`config.mk`:
```
export PLATFORM = sky130hd
export DESIGN_NAME = evt_owner_unit
export DESIGN_NICKNAME = d
export VERILOG_FILES = /design/src/rtl/evt_owner_pkg.sv /design/src/rtl/owner_cas_reg.sv /design/src/rtl/stream_enable_reg.sv /design/src/rtl/notice_push_unit.sv /design/src/rtl/evt_owner_unit.sv
export SDC_FILE = /design/constraint.sdc
export NUM_CORES = 1
export LEC_CHECK = 0
export BUFFER_PORTS_ARGS = -buffer_cell sky130_fd_sc_hd__buf_2
export CAP_MARGIN = 20
export CORE_AREA = 2 2 149 151
export CTS_CLUSTER_DIAMETER = 30
export DETAILED_ROUTE_END_ITERATION = 6
export DIE_AREA = 0 0 151 153
export PLACE_DENSITY = 0.84
export SLEW_MARGIN = 5
export SYNTH_ARGS = -nofsm -noshare
export SYNTH_HDL_FRONTEND = slang
export SYNTH_SLANG_ARGS = --single-unit
```
`constraint.sdc`:
```
create_clock -name clk -period 5.35 [get_ports clk]
set_input_delay 0 -clock clk [delete_from_list [all_inputs] [get_ports clk]]
set_output_delay 0 -clock clk [all_outputs]
set_load 0.005 [all_outputs]
```
`src/rtl/evt_owner_pkg.sv`:
```
package evt_owner_pkg;

    localparam int OWNER_W = 64;
    localparam int NODE_W  = 16;
    localparam int OFFS_W  = OWNER_W - NODE_W;

    localparam logic [OWNER_W-1:0] OWNER_NONE = {{NODE_W{1'b1}}, {OFFS_W{1'b0}}};

    // Bit positions of the named events in the bitmask
    localparam int EV_RX_SETUP  = 0;
    localparam int EV_TX_SETUP  = 1;
    localparam int EV_LOCK      = 4;
    localparam int EV_CLK_TAKEN = 5;
    localparam int EV_EXT_STAT  = 6;

    typedef enum logic [1:0] {
        OP_READ  = 2'd0,
        OP_WRITE = 2'd1,
        OP_SWAP  = 2'd2,
        OP_PEEK  = 2'd3
    } reg_op_e;

    typedef enum logic [1:0] {
        SEL_OWNER  = 2'd0,
        SEL_NOTICE = 2'd1,
        SEL_ENABLE = 2'd2,
        SEL_VOID   = 2'd3
    } reg_sel_e;

    typedef struct packed {
        logic               valid;
        reg_op_e            op;
        reg_sel_e           sel;
        logic [OWNER_W-1:0] wdata;
        logic [OWNER_W-1:0] cmp;
    } reg_cmd_t;

    function automatic logic cmd_is(reg_cmd_t c, reg_op_e op, reg_sel_e sel);
        return c.valid && (c.op == op) && (c.sel == sel);
    endfunction

    function automatic logic is_owned(logic [OWNER_W-1:0] owner);
        return owner != OWNER_NONE;
    endfunction

endpackage

```
`src/rtl/owner_cas_reg.sv`:
```
module owner_cas_reg
    import evt_owner_pkg::*;
(
    input  logic               clk,
    input  logic               rst,
    input  logic               bus_reset_i,
    input  logic               swap_i,
    input  logic [OWNER_W-1:0] cmp_i,
    input  logic [OWNER_W-1:0] new_i,
    output logic [OWNER_W-1:0] owner_o
);
    logic [OWNER_W-1:0] owner_q;

    always_ff @(posedge clk) begin
        if (rst || bus_reset_i) begin
            owner_q <= OWNER_NONE;
        end else if (swap_i && (cmp_i == owner_q)) begin
            owner_q <= new_i;
        end
    end

    assign owner_o = owner_q;
endmodule

```
`src/rtl/stream_enable_reg.sv`:
```
module stream_enable_reg #(
    parameter int EN_W = 32
) (
    input  logic            clk,
    input  logic            rst,
    input  logic            bus_reset_i,
    input  logic            wr_i,
    input  logic [EN_W-1:0] wdata_i,
    output logic [EN_W-1:0] en_o,
    output logic            run_o
);
    logic [EN_W-1:0] en_q;

    always_ff @(posedge clk) begin
        if (rst || bus_reset_i) begin
            en_q <= '0;
        end else if (wr_i) begin
            en_q <= wdata_i;
        end
    end

    assign en_o  = en_q;
    assign run_o = |en_q;
endmodule

```
`src/rtl/notice_push_unit.sv`:
```
module notice_push_unit
    import evt_owner_pkg::*;
#(
    parameter int NOTE_W = 32
) (
    input  logic               clk,
    input  logic               rst,
    input  logic               bus_reset_i,
    input  logic [NOTE_W-1:0]  evt_i,
    input  logic [OWNER_W-1:0] owner_i,
    input  logic               ack_i,
    output logic [NOTE_W-1:0]  notice_o,
    output logic               req_o,
    output logic [OWNER_W-1:0] addr_o,
    output logic [NOTE_W-1:0]  data_o
);
    logic [NOTE_W-1:0]  notice_q;
    logic [NOTE_W-1:0]  data_q;
    logic [OWNER_W-1:0] addr_q;
    logic               pend_q;
    logic               req_q;
    logic               any_evt;
    logic               owned;
    logic               launch;

    always_comb begin
        any_evt = |evt_i;
        owned   = is_owned(owner_i);
        launch  = pend_q && !req_q && owned;
    end

    always_ff @(posedge clk) begin
        if (rst) begin
            notice_q <= '0;
            data_q   <= '0;
            addr_q   <= OWNER_NONE;
            pend_q   <= 1'b0;
            req_q    <= 1'b0;
        end else begin
            if (any_evt) begin
                notice_q <= evt_i;
            end
            pend_q <= !bus_reset_i &&
                      ((any_evt && owned) || (pend_q && !launch && owned));
            if (launch) begin
                req_q  <= 1'b1;
                addr_q <= owner_i;
                data_q <= notice_q;
            end else if (req_q && ack_i) begin
                req_q <= 1'b0;
            end
        end
    end

    assign notice_o = notice_q;
    assign req_o    = req_q;
    assign addr_o   = addr_q;
    assign data_o   = data_q;
endmodule

```
`src/rtl/evt_owner_unit.sv`:
```
module evt_owner_unit
    import evt_owner_pkg::*;
#(
    parameter int NOTE_W = 32,
    parameter int EN_W   = 32
) (
    input  logic               clk,
    input  logic               rst,
    input  logic               bus_reset_i,
    input  logic               cmd_valid_i,
    input  logic [1:0]         cmd_op_i,
    input  logic [1:0]         cmd_sel_i,
    input  logic [OWNER_W-1:0] cmd_wdata_i,
    input  logic [OWNER_W-1:0] cmd_cmp_i,
    output logic               rsp_valid_o,
    output logic [OWNER_W-1:0] rsp_data_o,
    input  logic [NOTE_W-1:0]  evt_i,
    output logic               ntf_req_o,
    input  logic               ntf_ack_i,
    output logic [OWNER_W-1:0] ntf_addr_o,
    output logic [NOTE_W-1:0]  ntf_data_o,
    output logic               stream_run_o
);
    localparam int NOTE_PAD = OWNER_W - NOTE_W;
    localparam int EN_PAD   = OWNER_W - EN_W;

    reg_cmd_t           cmd;
    logic [OWNER_W-1:0] owner_q;
    logic [NOTE_W-1:0]  notice_q;
    logic [EN_W-1:0]    en_q;
    logic [OWNER_W-1:0] sel_val;

    always_comb begin
        cmd.valid = cmd_valid_i;
        cmd.op    = reg_op_e'(cmd_op_i);
        cmd.sel   = reg_sel_e'(cmd_sel_i);
        cmd.wdata = cmd_wdata_i;
        cmd.cmp   = cmd_cmp_i;
    end

    owner_cas_reg u_owner (
        .clk         (clk),
        .rst         (rst),
        .bus_reset_i (bus_reset_i),
        .swap_i      (cmd_is(cmd, OP_SWAP, SEL_OWNER)),
        .cmp_i       (cmd.cmp),
        .new_i       (cmd.wdata),
        .owner_o     (owner_q)
    );

    stream_enable_reg #(.EN_W(EN_W)) u_enable (
        .clk         (clk),
        .rst         (rst),
        .bus_reset_i (bus_reset_i),
        .wr_i        (cmd_is(cmd, OP_WRITE, SEL_ENABLE)),
        .wdata_i     (cmd.wdata[EN_W-1:0]),
        .en_o        (en_q),
        .run_o       (stream_run_o)
    );

    notice_push_unit #(.NOTE_W(NOTE_W)) u_notice (
        .clk         (clk),
        .rst         (rst),
        .bus_reset_i (bus_reset_i),
        .evt_i       (evt_i),
        .owner_i     (owner_q),
        .ack_i       (ntf_ack_i),
        .notice_o    (notice_q),
        .req_o       (ntf_req_o),
        .addr_o      (ntf_addr_o),
        .data_o      (ntf_data_o)
    );

    // Response carries the selected register's value before the command acts
    always_comb begin
        unique case (cmd.sel)
            SEL_OWNER:  sel_val = owner_q;
            SEL_NOTICE: sel_val = {{NOTE_PAD{1'b0}}, notice_q};
            SEL_ENABLE: sel_val = {{EN_PAD{1'b0}}, en_q};
            default:    sel_val = '0;
        endcase
    end

    always_ff @(posedge clk) begin
        if (rst) begin
            rsp_valid_o <= 1'b0;
            rsp_data_o  <= '0;
        end else begin
            rsp_valid_o <= cmd.valid;
            if (cmd.valid) begin
                rsp_data_o <= sel_val;
            end
        end
    end
endmodule

```
# After elaboration in Yosys (flattened, before gate mapping)
# Index checks and enable logic that the tools add are counted.
# word_totals
reg_bits	291
memories	0
latchBits	0
inputBits	169
romBits	0
out_inout_bits	163
ram_bits	0
elab_cells	39
# classes
bitwise_logic	0
n_mul	0
n_lt_le_gt_ge	0
addsub	0
shifts	0
div_mod_pow	0
eq_ne	6
reduce_logical	21
n_mux	3
# op_table
operator	n
one-hot mux 64 bit (3 select lines)	1
== test 64 bit	1
inequality test 64 bit, second input constant	1
OR reduction 32 bit	2
logical AND 1 bit	12
== test 2 x 1 -> 1 bit, second input constant	2
== test 2 bit, second input constant	2
logical NOT 1 bit	3
logical NOT 2 bit	1
logical OR 1 bit	2
two-way mux 1 bit	2
nonzero test 2 bit	1

# Logic depth before layout (Yosys ltp)
# logic_depth
ltp_word	8
mapped_depth	9
depth_no_buf	6

# Cells and area by module
# Synthesis repeated with hierarchy kept, for this count alone.
# unflattened
cells_unflattened	1366
area_unflattened_um2	12679.7
# by_module_without_submodules
mod	seq_area_each_um2	instances	cells_per_inst	area_per_inst_um2
notice_push_unit	2602.5	1	558	5405.2
owner_cas_reg	1281.2	1	396	3216.8
evt_owner_unit	1301.2	1	296	2826.5
stream_enable_reg	640.6	1	116	1231.2

# Worst setup path before layout
# Ideal clock, no wire load.
# synth_path
kind	register to register
from	register u_owner.owner_q[36] (netlist: u_owner.owner_o[36])
to	register u_owner.owner_q[53] (netlist: u_owner.owner_o[53])
stages_incl_launch_ff	8
t_required_ns	5.213
arrival_time_ns	1.929
period_less_slack_ns	2.066
slack_ns	3.284
path_buffers	1
setup_time_ns	0.137
cell_sequence	dfxtp_1 > xor2_1 > a2111o_1 > nor4_2 > nand4_1 > buf_4 > o31ai_2 > nand3_1
# synth_between
elab_chain_len	2
# synth_lines
item	line_no	text
start, declared	owner_cas_reg.sv:12	logic [OWNER_W-1:0] owner_q;
start signal, assigned	owner_cas_reg.sv:18	owner_q <= new_i;
== test 64 bit	owner_cas_reg.sv:17	end else if (swap_i && (cmp_i == owner_q)) begin
logical AND 1 bit	owner_cas_reg.sv:17	
# No other way between the ends.
# A chain may end at the register's enable or synchronous reset.

# Worst setup path in the final report
# layout_path
from	register u_owner.owner_q[33] (netlist: u_owner.owner_o[33])
to	register u_owner.owner_q[50] (netlist: u_owner.owner_o[50])
# The elaborated chain is that of the path after synthesis.

==> qor_table.md <==
| Result | Reported |
|---|---|
| Leading register cell type out of synthesis | sky130_fd_sc_hd__dfxtp_1 |
| Final RePlAce weighted congestion | 0.957 |
| Crit path arrival time | 4.25 ns |
| Most Used Layer, Global Route | met2 |
| # IOs | 332 |
| Final worst path period need | 3.82 ns |
| Remaining antenna violation count after routing | 0 |
| Via total after detailed routing | 14,100 |
| Total instance count after detailed placement | 2,000 |
| Hpwl dp | 31,300 um |
| Wire length per cell | 23.1 um |
| Most frequent cells after synthesis | sky130_fd_sc_hd__dfxtp_1 (291), sky130_fd_sc_hd__nand2_1 (259), sky130_fd_sc_hd__a21oi_1 (257) |
| Latest clock arrival within the worst-skew pair | 0.55 ns |
| Synth Net Count | 1,665 |
| Type of the tightest min-delay check | input pin to register |
| Category of the most critical setup path | register to register |
| Final period util | 0.713 |
| Endpoints failing setup | 0 |
| Total power per unit cell area | 368 nW/um2 |
| Post-Synthesis Cells | 1,496 |
| Static power due to leakage | 6.93 nW |
| Routing usage on met1 | 0.509 |
| Setup TNS | 0 ns |
| Maximum buffer depth of the clock tree | 3 |
| Die W | 151 um |
| Post-synthesis cell type count | 43 |
| Number of buffers created by CTS | 53 |
| Cell Area, Placed | 13,800 um2 |
| Maximum ir drop on the vdd rail | 0.000326 V |
| Number of standard cells in the final layout excluding fillers | 2,225 |
| Clock tree sinks | 291 |
| Final net count | 2,060 |
| Worst clock skew | 0.0196 ns |
| Register bit total from synthesis | 291 |
| I/O Buffers | 331 |
| Asr flop ratio synth | 0 |
| Number of synthesized flops with an enable pin | 0 |
| Total count of max-transition violations in the final report | 0 |
| Synth area leader | sky130_fd_sc_hd__dfxtp_1 |
| Met3 Use GR | 0.148 |
| Core area | 21,500 um2 |
| Type of origin of the critical path | register |
| Maximum Capacitance Violations | 0 |
| Final hold vios | 0 |
| Avg Vias per Cell | 6.32 |
| Crit. End Element | register |
| Vias in the first global route | 13,800 |
| Synthesis-to-finish area growth | 40.0% |
| CTS root buffer | sky130_fd_sc_hd__clkbuf_16 |
| Ratio of cells with drive above 1 in the final layout | 0.242 |
| Final WL | 51,400 um |
| Total die area | 23,100 um2 |
| First-pass GRT wire length | 77,200 um |
| Most used standard cell by instance count after synthesis | sky130_fd_sc_hd__dfxtp_1 |
| Mean area per synthesized cell | 8.12 um2 |
| RSZ-0062 raised after global routing | no |
| Row count | 54 |
| Synth top area cells | sky130_fd_sc_hd__dfxtp_1 (48%), sky130_fd_sc_hd__a21oi_1 (11%), sky130_fd_sc_hd__nand2_1 (8.0%), sky130_fd_sc_hd__nand4_1 (4.2%), sky130_fd_sc_hd__nor2_1 (4.0%) |
| Tot GR Track Use | 0.433 |
| Cell area after synthesis | 12,100 um2 |
| Synth top area share | 0.480 |
| Reg clk slew, reported paths | 0.06 ns |
| Final core occ | 0.792 |
| Fraction of the yosys area taken by sequential cells | 0.480 |
| Starting density of the core | 0.565 |
| # DRC | 2 |
| 1st-iter DRT viols | 2,072 |
| Maximum number of pins on one net before global-route repair | 109 |
| First-pass detailed-route iteration total | 6 |
| YS warnings | 0 |
| Area of all placed cells without fillers | 17,000 um2 |
| Die height | 153 um |
| TritonCTS clock tree | built |
| Violated checks | DRC |
| Outcome | finished with violations |
| Number of antenna violations at the first check in global routing | 12 |
| Met2 usage | 0.664 |
| Worst endpoint required time | 5.79 ns |
| Maximum fanout along the worst path | 16 |
| Global-route congestion overflow total | 0 |
| Max Clk Rate | 0.262 GHz |
| Slew Limit Headroom | 0.256 |
| Actual slew at the worst max-slew pin | 1.12 ns |
| H-Tree Level Count | 2 |
-- sequential cells by signal, indices dropped and copies added (netlist names) --
signal and cells:
rsp_data_o 64, rsp_valid_o 1, u_enable.en_o 32, u_notice.addr_o 64, u_notice.data_o 32, u_notice.notice_o 32
u_notice.pend_q 1, u_notice.req_o 1, u_owner.owner_o 64
-- final timing paths --
kind / startpoint / endpoint / slack, ns / depth (start not counted)
setup reg to reg: u_owner.owner_o[33] / u_owner.owner_o[50] / 1.53 / 7
hold reg to reg: u_notice.data_o[10] / u_notice.data_o[10] / 0.46 / 2
setup / recovery: u_owner.owner_o[33] / u_owner.owner_o[50] / 1.53 / 7
hold / removal: cmd_op_i[0] / u_enable.en_o[23] / 0.18 / 5
-- power by group --
group          switching (mW)  total (mW)  internal, mW
Combinational           0.194       0.355         0.161
Clock                    1.21        3.68          2.47
Sequential             0.0278        2.23          2.20
Total                    1.43        6.26          4.84
-- through the flow --
step	setup slack [ns]	total power, mW	hold slack [ns]
floorplan	3.28	2.40	0.117
global placement	2.24	2.54	0.232
detailed placement	2.26	2.54	0.229
CTS	1.70	6.22	0.150
global route	1.53	6.38	0.170
finish	1.53	6.26	0.176
-- cell families after synthesis --
kind of cell | after synthesis | share of synthesized area
simple gates | 626 | 0.246
flops | 291 | 0.480
compound gates | 373 | 0.174
mux | 32 | 0.0264
xor+xnor | 34 | 0.0245
buf+inv | 140 | 0.0489
-- worst max-delay path: stages (launching register included) --
cell and delay (ns):
sky130_fd_sc_hd__dfxtp_1 0.64, sky130_fd_sc_hd__xnor2_1 0.19, sky130_fd_sc_hd__o221ai_1 0.18, sky130_fd_sc_hd__nor4_1 0.43
sky130_fd_sc_hd__nand3_1 0.85, sky130_fd_sc_hd__o31ai_1 0.69, sky130_fd_sc_hd__nand3_1 0.13, sky130_fd_sc_hd__dlygate4sd3_1 0.58
-- layer usage --
layer | vias up | part of all wire
met5 | - | 0.00041
met4 | 4 | 0.085
met3 | 381 | 0.14
met2 | 1248 | 0.44
met1 | 6417 | 0.33
li1 | 6020 | -
-- area by class of cell --
class                   instances  area (um2)
diodes                         10        25.0
clock buffers                  63        1450
clock inverters                36         527
fillers                      1298        4480
inverters                      17        63.8
multi-input cells            1065        5750
flip-flops and latches        291        5830
well taps                     280         350
repair buffers                463        3020
-- timing repair --
item                      in CTS  in global routing
hold endpoints to repair     193                  0
setup buffers                  0                  0
gates resized for setup        0                  0
hold buffers                 114                  0
-- layout by cell type (no fill, tap or decap), types with 5 or more instances in the layout --
cell,count
sky130_fd_sc_hd__buf_2,329
sky130_fd_sc_hd__dfxtp_1,291
sky130_fd_sc_hd__nand2_1,259
sky130_fd_sc_hd__a21oi_1,257
sky130_fd_sc_hd__nor2_1,130
sky130_fd_sc_hd__dlygate4sd3_1,114
sky130_fd_sc_hd__nand4_1,81
sky130_fd_sc_hd__nor2b_1,60
sky130_fd_sc_hd__clkbuf_16,54
sky130_fd_sc_hd__o21ai_0,38
sky130_fd_sc_hd__a211oi_1,33
sky130_fd_sc_hd__mux2i_1,32
sky130_fd_sc_hd__nor4_1,31
sky130_fd_sc_hd__xnor2_1,21
sky130_fd_sc_hd__nand3_1,18
sky130_fd_sc_hd__inv_1,17
sky130_fd_sc_hd__nand3b_1,16
sky130_fd_sc_hd__xor2_1,13
sky130_fd_sc_hd__buf_4,13
sky130_fd_sc_hd__bufinv_16,11
sky130_fd_sc_hd__diode_2,10
sky130_fd_sc_hd__o31ai_2,10
sky130_fd_sc_hd__o21ai_1,10
sky130_fd_sc_hd__nand2b_1,8
sky130_fd_sc_hd__clkinvlp_4,8
sky130_fd_sc_hd__a2111o_1,6
sky130_fd_sc_hd__o31ai_1,6
sky130_fd_sc_hd__clkinv_2,6
sky130_fd_sc_hd__clkbuf_8,6
sky130_fd_sc_hd__clkinv_4,5
No activity file was read; power rests on OpenSTA's default activity.
